File: src/rtl/apb_obs_pkg.sv
package apb_obs_pkg;

    // Phase seen on the bus in the previous cycle
    typedef enum logic [1:0] {
        PH_IDLE  = 2'd0,
        PH_SETUP = 2'd1,
        PH_WAIT  = 2'd2
    } phase_e;

    localparam int PROT_W = 3;

endpackage

File: src/rtl/apb_obs_phase.sv
module apb_obs_phase
    import apb_obs_pkg::*;
(
    input  logic   clk,
    input  logic   rst_n,
    input  logic   psel,
    input  logic   penable,
    input  logic   pready,
    output phase_e state,
    output logic   done,
    output logic   order_hit
);

    phase_e state_nx;

    // State register
    always_ff @(posedge clk or negedge rst_n) begin
        if (!rst_n) begin
            state <= PH_IDLE;
        end else begin
            state <= state_nx;
        end
    end

    // Next state: GO_SETUP, GO_WAIT, GO_IDLE
    always_comb begin
        state_nx = PH_IDLE;
        if (psel && !penable) begin
            state_nx = PH_SETUP;
        end else if (psel && penable && !pready) begin
            state_nx = PH_WAIT;
        end
    end

    // Outputs decoded from the current state and bus
    always_comb begin
        done      = psel && penable && pready;
        order_hit = 1'b0;
        unique case (state)
            PH_IDLE:  order_hit = psel && penable;
            PH_SETUP: order_hit = 1'b0;
            PH_WAIT:  order_hit = 1'b0;
            default:  order_hit = 1'b0;
        endcase
    end

    AST_WAIT_HAD_SELECT: assert property (@(posedge clk) disable iff (!rst_n)
        (state == PH_WAIT) |-> $past(psel && penable && !pready)) else $error("wait entry");

    AST_SETUP_HAD_SELECT: assert property (@(posedge clk) disable iff (!rst_n)
        (state == PH_SETUP) |-> $past(psel && !penable)) else $error("setup entry");

endmodule

File: src/rtl/apb_obs_stable.sv
module apb_obs_stable
    import apb_obs_pkg::*;
#(
    parameter int ADDR_W    = 32,
    parameter int DATA_W    = 32,
    parameter bit CHK_WDATA = 1'b1
)(
    input  logic              clk,
    input  logic              rst_n,
    input  phase_e            state,
    input  logic              psel,
    input  logic              penable,
    input  logic              pwrite,
    input  logic [ADDR_W-1:0] paddr,
    input  logic [DATA_W-1:0] pwdata,
    output logic              stable_hit
);

    logic [ADDR_W-1:0] snap_addr;
    logic [DATA_W-1:0] snap_wdata;
    logic              snap_write;
    logic              ctrl_moved;
    logic              data_moved;
    logic              setup_bad;
    logic              wait_bad;

    // Previous-cycle copy of the bus fields under watch
    always_ff @(posedge clk or negedge rst_n) begin
        if (!rst_n) begin
            snap_addr  <= '0;
            snap_wdata <= '0;
            snap_write <= 1'b0;
        end else begin
            snap_addr  <= paddr;
            snap_wdata <= pwdata;
            snap_write <= pwrite;
        end
    end

    assign ctrl_moved = (paddr != snap_addr) || (pwrite != snap_write);

    generate
        if (CHK_WDATA) begin : g_wdata_chk
            assign data_moved = (pwdata != snap_wdata);
        end else begin : g_wdata_skip
            assign data_moved = 1'b0;
        end
    endgenerate

    always_comb begin
        setup_bad = 1'b0;
        wait_bad  = 1'b0;
        unique case (state)
            PH_IDLE: begin
                setup_bad = 1'b0;
            end
            PH_SETUP: begin
                setup_bad = psel && penable && ctrl_moved;
            end
            PH_WAIT: begin
                wait_bad = !psel || (penable && (ctrl_moved || data_moved));
            end
            default: begin
                wait_bad = 1'b0;
            end
        endcase
        stable_hit = setup_bad || wait_bad;
    end

endmodule

File: src/rtl/apb_obs_capture.sv
module apb_obs_capture #(
    parameter int ADDR_W = 32,
    parameter int DATA_W = 32,
    parameter int PROT_W = 3
)(
    input  logic              clk,
    input  logic              rst_n,
    input  logic              done,
    input  logic              pwrite,
    input  logic              pslverr,
    input  logic [ADDR_W-1:0] paddr,
    input  logic [DATA_W-1:0] pwdata,
    input  logic [DATA_W-1:0] prdata,
    input  logic [PROT_W-1:0] pprot,
    output logic              rec_valid,
    output logic              rec_write,
    output logic              rec_err,
    output logic [ADDR_W-1:0] rec_addr,
    output logic [DATA_W-1:0] rec_data,
    output logic [PROT_W-1:0] rec_prot
);

    logic [DATA_W-1:0] data_sel;

    assign data_sel = pwrite ? pwdata : prdata;

    always_ff @(posedge clk or negedge rst_n) begin
        if (!rst_n) begin
            rec_valid <= 1'b0;
            rec_write <= 1'b0;
            rec_err   <= 1'b0;
            rec_addr  <= '0;
            rec_data  <= '0;
            rec_prot  <= '0;
        end else begin
            rec_valid <= done;
            if (done) begin
                rec_write <= pwrite;
                rec_err   <= pslverr;
                rec_addr  <= paddr;
                rec_data  <= data_sel;
                rec_prot  <= pprot;
            end
        end
    end

endmodule

File: src/rtl/apb_xfer_observer.sv
module apb_xfer_observer
    import apb_obs_pkg::*;
#(
    parameter int ADDR_W    = 32,
    parameter int DATA_W    = 32,
    parameter bit CHK_WDATA = 1'b1
)(
    input  logic              clk,
    input  logic              rst_n,
    input  logic              psel,
    input  logic              penable,
    input  logic              pwrite,
    input  logic              pready,
    input  logic              pslverr,
    input  logic [ADDR_W-1:0] paddr,
    input  logic [DATA_W-1:0] pwdata,
    input  logic [DATA_W-1:0] prdata,
    input  logic [2:0]        pprot,
    output logic              rec_valid,
    output logic              rec_write,
    output logic              rec_err,
    output logic [ADDR_W-1:0] rec_addr,
    output logic [DATA_W-1:0] rec_data,
    output logic [2:0]        rec_prot,
    output logic              viol_order,
    output logic              viol_stable
);

    phase_e state;
    logic   done;
    logic   order_hit;
    logic   stable_hit;

    apb_obs_phase u_phase (
        .clk       (clk),
        .rst_n     (rst_n),
        .psel      (psel),
        .penable   (penable),
        .pready    (pready),
        .state     (state),
        .done      (done),
        .order_hit (order_hit)
    );

    apb_obs_stable #(
        .ADDR_W    (ADDR_W),
        .DATA_W    (DATA_W),
        .CHK_WDATA (CHK_WDATA)
    ) u_stable (
        .clk        (clk),
        .rst_n      (rst_n),
        .state      (state),
        .psel       (psel),
        .penable    (penable),
        .pwrite     (pwrite),
        .paddr      (paddr),
        .pwdata     (pwdata),
        .stable_hit (stable_hit)
    );

    apb_obs_capture #(
        .ADDR_W (ADDR_W),
        .DATA_W (DATA_W),
        .PROT_W (PROT_W)
    ) u_capture (
        .clk       (clk),
        .rst_n     (rst_n),
        .done      (done),
        .pwrite    (pwrite),
        .pslverr   (pslverr),
        .paddr     (paddr),
        .pwdata    (pwdata),
        .prdata    (prdata),
        .pprot     (pprot),
        .rec_valid (rec_valid),
        .rec_write (rec_write),
        .rec_err   (rec_err),
        .rec_addr  (rec_addr),
        .rec_data  (rec_data),
        .rec_prot  (rec_prot)
    );

    // Sticky violation flags
    always_ff @(posedge clk or negedge rst_n) begin
        if (!rst_n) begin
            viol_order  <= 1'b0;
            viol_stable <= 1'b0;
        end else begin
            viol_order  <= viol_order  || order_hit;
            viol_stable <= viol_stable || stable_hit;
        end
    end

    AST_VALID_CAUSE: assert property (@(posedge clk) disable iff (!rst_n)
        rec_valid |-> $past(psel && penable && pready)) else $error("strobe w/o handshake");

    AST_WDATA_RECORD: assert property (@(posedge clk) disable iff (!rst_n)
        (rec_valid && rec_write) |-> (rec_data == $past(pwdata))) else $error("write data");

    AST_RDATA_RECORD: assert property (@(posedge clk) disable iff (!rst_n)
        (rec_valid && !rec_write) |-> (rec_data == $past(prdata))) else $error("read data");

    AST_ADDR_RECORD: assert property (@(posedge clk) disable iff (!rst_n)
        rec_valid |-> (rec_addr == $past(paddr) && rec_prot == $past(pprot))) else $error("addr");

    AST_ERR_RECORD: assert property (@(posedge clk) disable iff (!rst_n)
        rec_valid |-> (rec_err == $past(pslverr))) else $error("err");

    AST_ORDER_CAUSE: assert property (@(posedge clk) disable iff (!rst_n)
        $rose(viol_order) |-> $past(psel && penable)) else $error("order cause");

    AST_ORDER_STICKY: assert property (@(posedge clk) disable iff (!rst_n)
        viol_order |=> viol_order) else $error("order sticky");

    AST_STABLE_STICKY: assert property (@(posedge clk) disable iff (!rst_n)
        viol_stable |=> viol_stable) else $error("stable sticky");

endmodule

File: config.mk
export PLATFORM = sky130hd
export DESIGN_NAME = apb_xfer_observer
export DESIGN_NICKNAME = d
export VERILOG_FILES = /design/src/rtl/apb_obs_pkg.sv /design/src/rtl/apb_obs_phase.sv /design/src/rtl/apb_obs_stable.sv /design/src/rtl/apb_obs_capture.sv /design/src/rtl/apb_xfer_observer.sv
export SDC_FILE = /design/constraint.sdc
export NUM_CORES = 1
export LEC_CHECK = 0
export BUFFER_PORTS_ARGS = -buffer_cell sky130_fd_sc_hd__buf_2
export CORE_ASPECT_RATIO = 0.7
export CORE_MARGIN = 2
export CORE_UTILIZATION = 44
export DETAILED_ROUTE_END_ITERATION = 16
export HOLD_SLACK_MARGIN = 0.05
export PLACE_DENSITY_LB_ADDON = 0.15
export SLEW_MARGIN = 5
export SYNTH_ARGS = -nofsm -noshare
export SYNTH_HDL_FRONTEND = slang
export SYNTH_SLANG_ARGS = --single-unit
File: constraint.sdc
create_clock -name clk -period 1.6 [get_ports clk]
set_clock_uncertainty 0.05 [all_clocks]
set_input_delay 0.32 -clock clk [delete_from_list [all_inputs] [get_ports clk]]
set_output_delay 0.32 -clock clk [all_outputs]
set_load 0.03 [all_outputs]
* After elaboration in Yosys (flattened, before gate mapping) *
Cells that the tools add are included.

cells by class
  equal/unequal tests = 5
  mux-type cells = 6
  reductions and logical operators = 16

operators with widths
  operator              number
  $ne A32 B32 Y1        2
  $mux W32              1
  $logic_and A1 B1 Y1   6
  $logic_or A1 B1 Y1    6
  $mux W2               2
  $logic_not A1 Y1      3
  $mux W1               3
  $eq A2 B1 Y1 const B  1
  $eq A2 B2 Y1 const B  1
  $logic_not A2 Y1      1
  $ne A1 B1 Y1          1

storage, ports and cells
  bits in registers = 139
  input bits = 106
  output and inout bits = 72

* Logic depth before layout (Yosys ltp) *
Gate-level depths: netlist of the first run.

  word-level depth = 8
  depth in mapped cells = 6
  depth with buffers taken out = 5

* Modules after synthesis *
A second synthesis of the first run with hierarchy kept.

second synthesis, totals
  cells, all modules = 387
  area, all modules = 5521.5 µm²

by module, submodules not included
  module             times used  cells each  area an instance (µm²)
  apb_obs_capture    1           218         3002.9
  apb_obs_stable     1           159         2367.3
  apb_obs_phase      1           6           88.8
  apb_xfer_observer  1           4           62.6

* Worst setup path after synthesis of the first run *
No wires, ideal clock.

  path type = input to register
  start point = input port pwrite
  end point = register viol_stable
  setup time = 0.127 ns
  arrival = 1.179 ns
  data required time = 1.423 ns
  setup slack = 0.244 ns
  stages = 6
  cell sequence = buf_6 > xor2_1 > nor4_1 > nand3_1 > nor3_2 > o22ai_1

between the ends
  longest elaborated chain between the ends = 8
  elaborated cells on any way between the ends = 10

ends and longest elaborated chain
  element               line                     source
  start, declared       apb_xfer_observer.sv:12  input logic pwrite,
  $ne A1 B1 Y1 *        apb_obs_stable.sv:40     assign ctrl_moved = (paddr != snap_addr) || (pwrite != snap_write);
  $logic_or A1 B1 Y1 *  apb_obs_stable.sv:40
  $logic_or A1 B1 Y1    apb_obs_stable.sv:61     wait_bad = !psel || (penable && (ctrl_moved || data_moved));
  $logic_and A1 B1 Y1   apb_obs_stable.sv:61
  $logic_or A1 B1 Y1    apb_obs_stable.sv:61
  $mux W1               apb_obs_stable.sv:53     unique case (state)
  $logic_or A1 B1 Y1 *  apb_obs_stable.sv:67     stable_hit = setup_bad || wait_bad;
  $logic_or A1 B1 Y1 *  apb_xfer_observer.sv:90  viol_stable <= viol_stable || stable_hit;
  end signal, assigned  apb_xfer_observer.sv:90
  end, declared         apb_xfer_observer.sv:26  output logic viol_stable

Mark *: on every way between the ends. The rest lies on a longest branch, timed or not.
A chain may end at the register's enable or synchronous reset.

* Final worst setup path of the first run *
  start point = input port paddr[6]
  end point = register viol_stable

between the ends
  longest elaborated chain between the ends = 8
  elaborated cells on any way between the ends = 10

ends and longest elaborated chain
  element               line                     source
  start, declared       apb_xfer_observer.sv:15  input logic [ADDR_W-1:0] paddr,
  $ne A32 B32 Y1 *      apb_obs_stable.sv:40
  $logic_or A1 B1 Y1 *  apb_obs_stable.sv:40
  $logic_or A1 B1 Y1    apb_obs_stable.sv:61
  $logic_and A1 B1 Y1   apb_obs_stable.sv:61
  $logic_or A1 B1 Y1    apb_obs_stable.sv:61
  $mux W1               apb_obs_stable.sv:53
  $logic_or A1 B1 Y1 *  apb_obs_stable.sv:67
  $logic_or A1 B1 Y1 *  apb_xfer_observer.sv:90

Marked as above.

==> impl_metrics.py, run 1 <==
metrics = {
    "hold_path": {
        "hold-path-cell-count": 2,
        "hold_class": "in -> reg",
        "min-delay-start": "pslverr",
        "whs_endpoint": "u_capture.rec_err",
    },
    "logic_synthesis": {
        "synth.top_cell.area_share_pct": 65.0,
        "synth_cells": 388,
        "synth_area_leaders": "dfrtp_1, xor2_1, mux2_1",
        "synth-edff-count": 0,
        "synth_ff_type": "dfrtp_1",
        "synth_top_cell_by_area": "dfrtp_1",
        "synth_area_per_cell_um2": 13.8,
        "ys_types": 24,
        "ys_seq_area_share_pct": 65.0,
        "yosys_warnings": 0,
        "netlist_area_mm2": 0.00535,
        "syn-num-nets": 494,
        "synth_common_cells": "dfrtp_1, xor2_1, mux2_1, nand2_1",
        "postSynthRegisterBits": 139,
        "synth_most_common_cell": "dfrtp_1",
        "async_reset_ff_share_pct": 100,
    },
    "clock_network": {
        "cts_root_buffer": "clkbuf_16",
        "worstSkewPairLatency_ns": 0.41,
        "cts.path.max_buffers": 2,
        "clk_pin_slew_ns": 0.06,
        "cts_num_sinks": 139,
        "postCtsSetupRepairBufs": 0,
        "htree_levels": 4,
        "cts_made_buffers": 17,
        "cts_tree": "done",
    },
    "setup_path": {
        "reg2reg_depth": 6,
        "worstPathMaxFanout": 3,
        "cp.required_ns": 1.84,
        "r2r_slack_ns": 0.03,
        "timing.rr.start": "u_stable.snap_wdata[11]",
        "critPathArrivalTime_ns": 1.83,
        "crit_path_start_kind": "primary input",
        "reg2reg_to": "viol_stable",
        "criticalPathCategory": "in -> reg",
        "cp-end-kind": "flip-flop",
    },
    "timing": {
        "grt_setup_unrepaired": "true",
        "finalCritPeriodShare_pct": 99.6,
        "min_period_ns": 1.59,
        "timing.final.ws_setup_ns": 0.00681,
        "slew_headroom_pct": 72.3,
        "clock.fmax_mhz": 628,
        "maxSlewViolCount": 0,
        "worstMarginPinSlew_ns": 0.415,
        "finalSetupViolCount": 0,
        "finalHoldViolCount": 0,
    },
    "global_route": {
        "grt.total_usage_pct": 20.1,
        "grt_pass1_wl_mm": 19.7,
        "grt_max_degree": 44,
        "grt_pass1_vias": 3907,
        "antenna_found_initial": 0,
        "gr-total-overflow": 0,
    },
    "cells_and_area": {
        "layout-drive-gt1-share_pct": 34.8,
        "diodes": 0,
        "final_area_mm2": 0.00793,
        "area_growth_pct": 48.2,
        "nets": 755,
    },
    "floorplan": {
        "initial_utilization_pct": 45.5,
        "die_h_um": 96.3,
        "core.rowCount": 33,
        "fp.dieW_um": 136,
        "io_pins": 178,
        "die-area_mm2": 0.0131,
        "core_area_mm2": 0.0118,
    },
    "power_and_ir_drop": {
        "p_sw_mw": 2.88,
        "clkPwrFrac_pct": 42.9,
        "ir_drop_mv": 0.732,
        "sequentialPowerShare_pct": 38.7,
        "cellLeakagePower_nw": 3.88,
        "power_frac_comb_pct": 18.4,
        "p_int_mw": 7.77,
        "p_per_area_mw_per_mm2": 1340,
        "p_sw_share_pct": 27.0,
    },
    "detailed_routing": {
        "drcViolationCount": 0,
        "drt_pre_antenna_iters": 4,
        "wl_per_cell_um": 15.1,
        "route.vias.total": 3789,
        "postRouteAntennaNets": 0,
        "initialDrtViolationCount": 123,
        "drt-total-wl_mm": 12.3,
        "viasPerCell": 4.63,
    },
    "placement": {
        "place_congestion": 0.718,
        "dpl.hpwl_mm": 8.52,
        "portBuffers": 177,
        "dp_slack_ns": -0.187,
        "place_area_mm2": 0.00659,
    },
    "run_status": {
        "run_status": "finished, final reports clean",
    },
    "flow_run": {
        "max_cap_violations": 0,
    },
}
==> placed cells by master (no fill, tap or decap), drive strengths merged <==
cell type and n:
dfrtp 139, dlymetal6s4s 1, nand4 3, o22ai 1, a21oi 1, o31ai 1, buf 193, nor3b 1
bufinv 7, dlygate4sd3 62, mux2i 32, clkinv 4, nand2 33, nor2b 3, o21ai 32, mux2 37
clkbuf 20, nor2 3, nor3 3, xor2 59, nor4 14, nor4b 1, xnor2 5, nand3 4
inv 2
==> power by group through the flow <==
stage	Clock (mW)	Sequential, mW	Combinational [mW]
finish	4.57	4.12	1.95
floorplan	0	4.81	0.444
global route	4.83	4.16	2.11
global placement	0	4.15	1.82
detailed placement	0	4.17	1.84
CTS	4.66	4.12	1.97
==> per-layer routing <==
layer / global-route usage, % / vias up / share of wire [%]
li1: - / 1852 / -
met1: 28.3 / 1806 / 48
met2: 29.7 / 118 / 44
met3: 6.48 / 13 / 6.8
met4: 6.08 / 0 / 0.94
met5: 0 / - / 0
==> worst max-delay path by stage <==
stage | endpoint | depth (start not counted) | from | slack [ns]
CTS | viol_stable | 7 | pwdata[23] | 0.006
floorplan | viol_stable | 6 | pwrite | 0.24
finish | viol_stable | 7 | paddr[6] | 0.007
detailed placement | viol_stable | 7 | pwdata[11] | -0.19
global route | viol_stable | 6 | u_stable.snap_wdata[11] | -0.12
global placement | viol_stable | 6 | pwdata[30] | -0.22
==> timing repair <==
item	CTS	global route
endpoints found under the setup margin	1	1
gates resized for setup	3	3
gates cloned	0	0
pin swaps	0	4
hold endpoints to repair	99	0
hold buffers	63	0
==> final cells by class <==
type	count	area (um^2)
repair buffers	256	1730
fillers	894	3840
inverters	2	7.51
clock buffers	20	447
well taps	157	196
flip-flops and latches	139	3480
multi-input cells	233	1840
clock inverters	11	241
==> critical path: stages <==
cell           delay [ns]
dlygate4sd3_1        0.54
buf_2                0.15
xor2_1               0.14
nor4_1               0.20
nand3_1              0.18
nor3_2               0.20
o22ai_1              0.10
==> metrics by stage <==
stage | utilization (%) | TNS [ns] | hold WS (ns) | cells | power (mW)
2_1_floorplan | - | 0 | -0.0256 | 388 | 5.26
3_3_place_gp | 56.0 | -0.218 | 0.211 | 726 | 5.97
3_5_place_dp | 56.0 | -0.187 | 0.216 | 726 | 6.02
4_1_cts | 67.4 | 0 | 0.0561 | 820 | 10.7
5_1_grt | 67.4 | -0.119 | 0.0584 | 818 | 11.1
6_report | 67.4 | 0 | 0.0710 | 818 | 10.6
==> logic make-up after synthesis <==
group           synth area share (%)
flops                           65.0
mux                             13.8
simple gates                    5.92
xor+xnor                        10.5
compound gates                  3.34
buf+inv                         1.50
==> registers in the layout (all words and copies together) (netlist names) <==
| signal | count |
|---|---|
| u_phase.state | 2 |
| u_capture.rec_addr | 32 |
| u_stable.snap_write | 1 |
| u_stable.snap_addr | 32 |
| u_stable.snap_wdata | 32 |
| u_capture.rec_prot | 3 |
| u_capture.rec_write | 1 |
| u_capture.rec_valid | 1 |
| viol_order | 1 |
| viol_stable | 1 |
| u_capture.rec_data | 32 |
| u_capture.rec_err | 1 |
(Power assumes the default switching activity.)
==> run 2, diff against run 1 <==
Settings changed: BUFFER_PORTS_ARGS -buffer_cell sky130_fd_sc_hd__buf_2 to -buffer_cell sky130_fd_sc_hd__buf_4.
==> impl_metrics.py, run 2 (synthesis gave the netlist of run 1 again) <==
metrics = {
    "run_status": {
        "run_status": "finished with violations",
        "violations": "negative setup slack",
    },
    "clock_network": {
        "cts_made_buffers": 17,
        "worstSkewPairLatency_ns": 0.41,
        "cts_num_sinks": 139,
        "clk_pin_slew_ns": 0.06,
        "htree_levels": 4,
        "cts_root_buffer": "clkbuf_16",
        "postCtsSetupRepairBufs": 0,
        "cts.path.max_buffers": 2,
        "cts_tree": "done",
    },
    "timing": {
        "min_period_ns": 1.62,
        "finalHoldViolCount": 0,
        "maxSlewViolCount": 0,
        "finalSetupViolCount": 1,
        "finalCritPeriodShare_pct": 101,
        "grt_setup_unrepaired": "true",
        "clock.fmax_mhz": 619,
        "timing.final.ws_setup_ns": -0.0163,
        "hold_ws_ns": 0.0771,
        "worstMarginPinSlew_ns": 0.389,
        "slew_headroom_pct": 74.1,
    },
    "hold_path": {
        "hold_class": "in -> reg",
    },
    "floorplan": {
        "core_area_mm2": 0.0118,
        "die_h_um": 96.3,
        "fp.dieW_um": 136,
        "initial_utilization_pct": 45.5,
        "core.rowCount": 33,
        "io_pins": 178,
        "die-area_mm2": 0.0131,
    },
    "global_route": {
        "gr-total-overflow": 0,
        "grt_pass1_wl_mm": 21.0,
        "grt_pass1_vias": 4184,
        "grt_max_degree": 36,
        "grt.total_usage_pct": 21.2,
        "antenna_found_initial": 0,
    },
    "detailed_routing": {
        "wl_per_cell_um": 16.2,
        "initialDrtViolationCount": 120,
        "drt_pre_antenna_iters": 4,
        "drcViolationCount": 0,
        "viasPerCell": 4.71,
        "route.vias.total": 3847,
        "drt-total-wl_mm": 13.2,
        "postRouteAntennaNets": 0,
    },
    "setup_path": {
        "r2r_slack_ns": 0.04,
        "crit_path_start_kind": "primary input",
        "timing.rr.start": "u_stable.snap_wdata[11]",
        "critical_path.endpoint": "viol_stable",
        "cp.required_ns": 1.84,
        "crit_path_start": "paddr[6]",
        "cp-end-kind": "flip-flop",
        "worstPathMaxFanout": 3,
        "reg2reg_depth": 6,
        "critPathArrivalTime_ns": 1.86,
        "reg2reg_to": "viol_stable",
        "criticalPathCategory": "in -> reg",
    },
    "cells_and_area": {
        "diodes": 0,
        "layout-drive-gt1-share_pct": 35.0,
        "area_growth_pct": 55.7,
        "stdcell_count": 817,
        "final_common_cell": "buf_4",
        "mostFrequentLayoutCells": "buf_4, dfrtp_1, dlygate4sd3_1, xor2_1, mux2_1",
        "nets": 753,
    },
    "power_and_ir_drop": {
        "p_per_area_mw_per_mm2": 1270,
        "cellLeakagePower_nw": 3.99,
        "ir_drop_mv": 0.842,
    },
    "placement": {
        "dp_slack_ns": -0.185,
        "place_congestion": 0.753,
        "dp_cells": 724,
        "dpl.hpwl_mm": 9.00,
        "portBuffers": 177,
    },
    "flow_run": {
        "max_cap_violations": 0,
    },
}
run 2: changes by cell type in the layout (fill, tap and decap cells not counted):
| cell | previous run | this run |
|---|---|---|
| buf_2 | 174 | 0 |
| clkinvlp_4 | 0 | 2 |
| buf_4 | 12 | 182 |
| nor4_1 | 11 | 7 |
| bufinv_16 | 7 | 4 |
| inv_6 | 0 | 3 |
| clkinv_2 | 1 | 0 |
| nor4_2 | 3 | 7 |
| dlymetal6s4s_1 | 1 | 3 |
run 2: layer usage:
| layer | GRT usage, % | wire [um] | share of wire (%) | vias to the layer above |
|---|---|---|---|---|
| met2 | 33.2 | 6160 | 47 | 115 |
| li1 | - | - | - | 1857 |
| met1 | 28.6 | 6120 | 46 | 1861 |
| met5 | 0 | 0 | 0 | - |
| met4 | 7.64 | 156 | 1.2 | 0 |
| met3 | 5.95 | 784 | 5.9 | 14 |
run 2: where the power goes:
| group | total, mW | internal [mW] | switching (mW) |
|---|---|---|---|
| combinational | 2.23 | 0.978 | 1.25 |
| sequential | 4.14 | 3.92 | 0.218 |
| clock | 4.21 | 2.67 | 1.53 |
| total | 10.6 | 7.57 | 3.00 |
run 2: final cells by class:
class	count	area [um^2]
clock buffers	20	447
inverters	2	7.51
repair buffers	254	2160
multi-input cells	233	1860
flip-flops and latches	139	3480
fillers	825	3430
well taps	157	196
clock inverters	12	188
run 2: what timing repair did:
action,CTS,global route
resized for setup,3,9
hold buffers,65,0
pin swaps,0,9
setup endpoints to repair,1,1
hold endpoints to repair,95,0
run 2: worst min-delay path by stage:
stage                                   to  slack (ns)  depth (start not counted)      start
floorplan            u_capture.rec_addr[0]       -0.03                          0      rst_n
global placement    u_capture.rec_addr[11]        0.21                          1      rst_n
detailed placement  u_capture.rec_addr[11]        0.21                          1      rst_n
CTS                 u_stable.snap_addr[31]        0.06                          2  paddr[31]
global route         u_stable.snap_addr[0]        0.07                          2   paddr[0]
finish               u_stable.snap_addr[0]        0.08                          2   paddr[0]
run 2: stage by stage:
| stage | setup TNS [ns] | utilization [%] | area (um^2) | power [mW] |
|---|---|---|---|---|
| after floorplan | 0 | - | 5350 | 5.26 |
| after global placement | -0.175 | 59.6 | 7020 | 6.25 |
| after detailed placement | -0.185 | 59.6 | 7020 | 6.31 |
| after CTS | 0 | 70.7 | 8320 | 10.7 |
| after global routing | -0.0912 | 70.8 | 8330 | 11.0 |
| final | -0.0163 | 70.8 | 8330 | 10.6 |
run 2: worst max-delay path, stage by stage:
cell           delay [ns]
dlygate4sd3_1        0.54
buf_4                0.15
xor2_1               0.13
nor4_1               0.21
nand3_1              0.18
nor3_2               0.22
o22ai_1              0.11
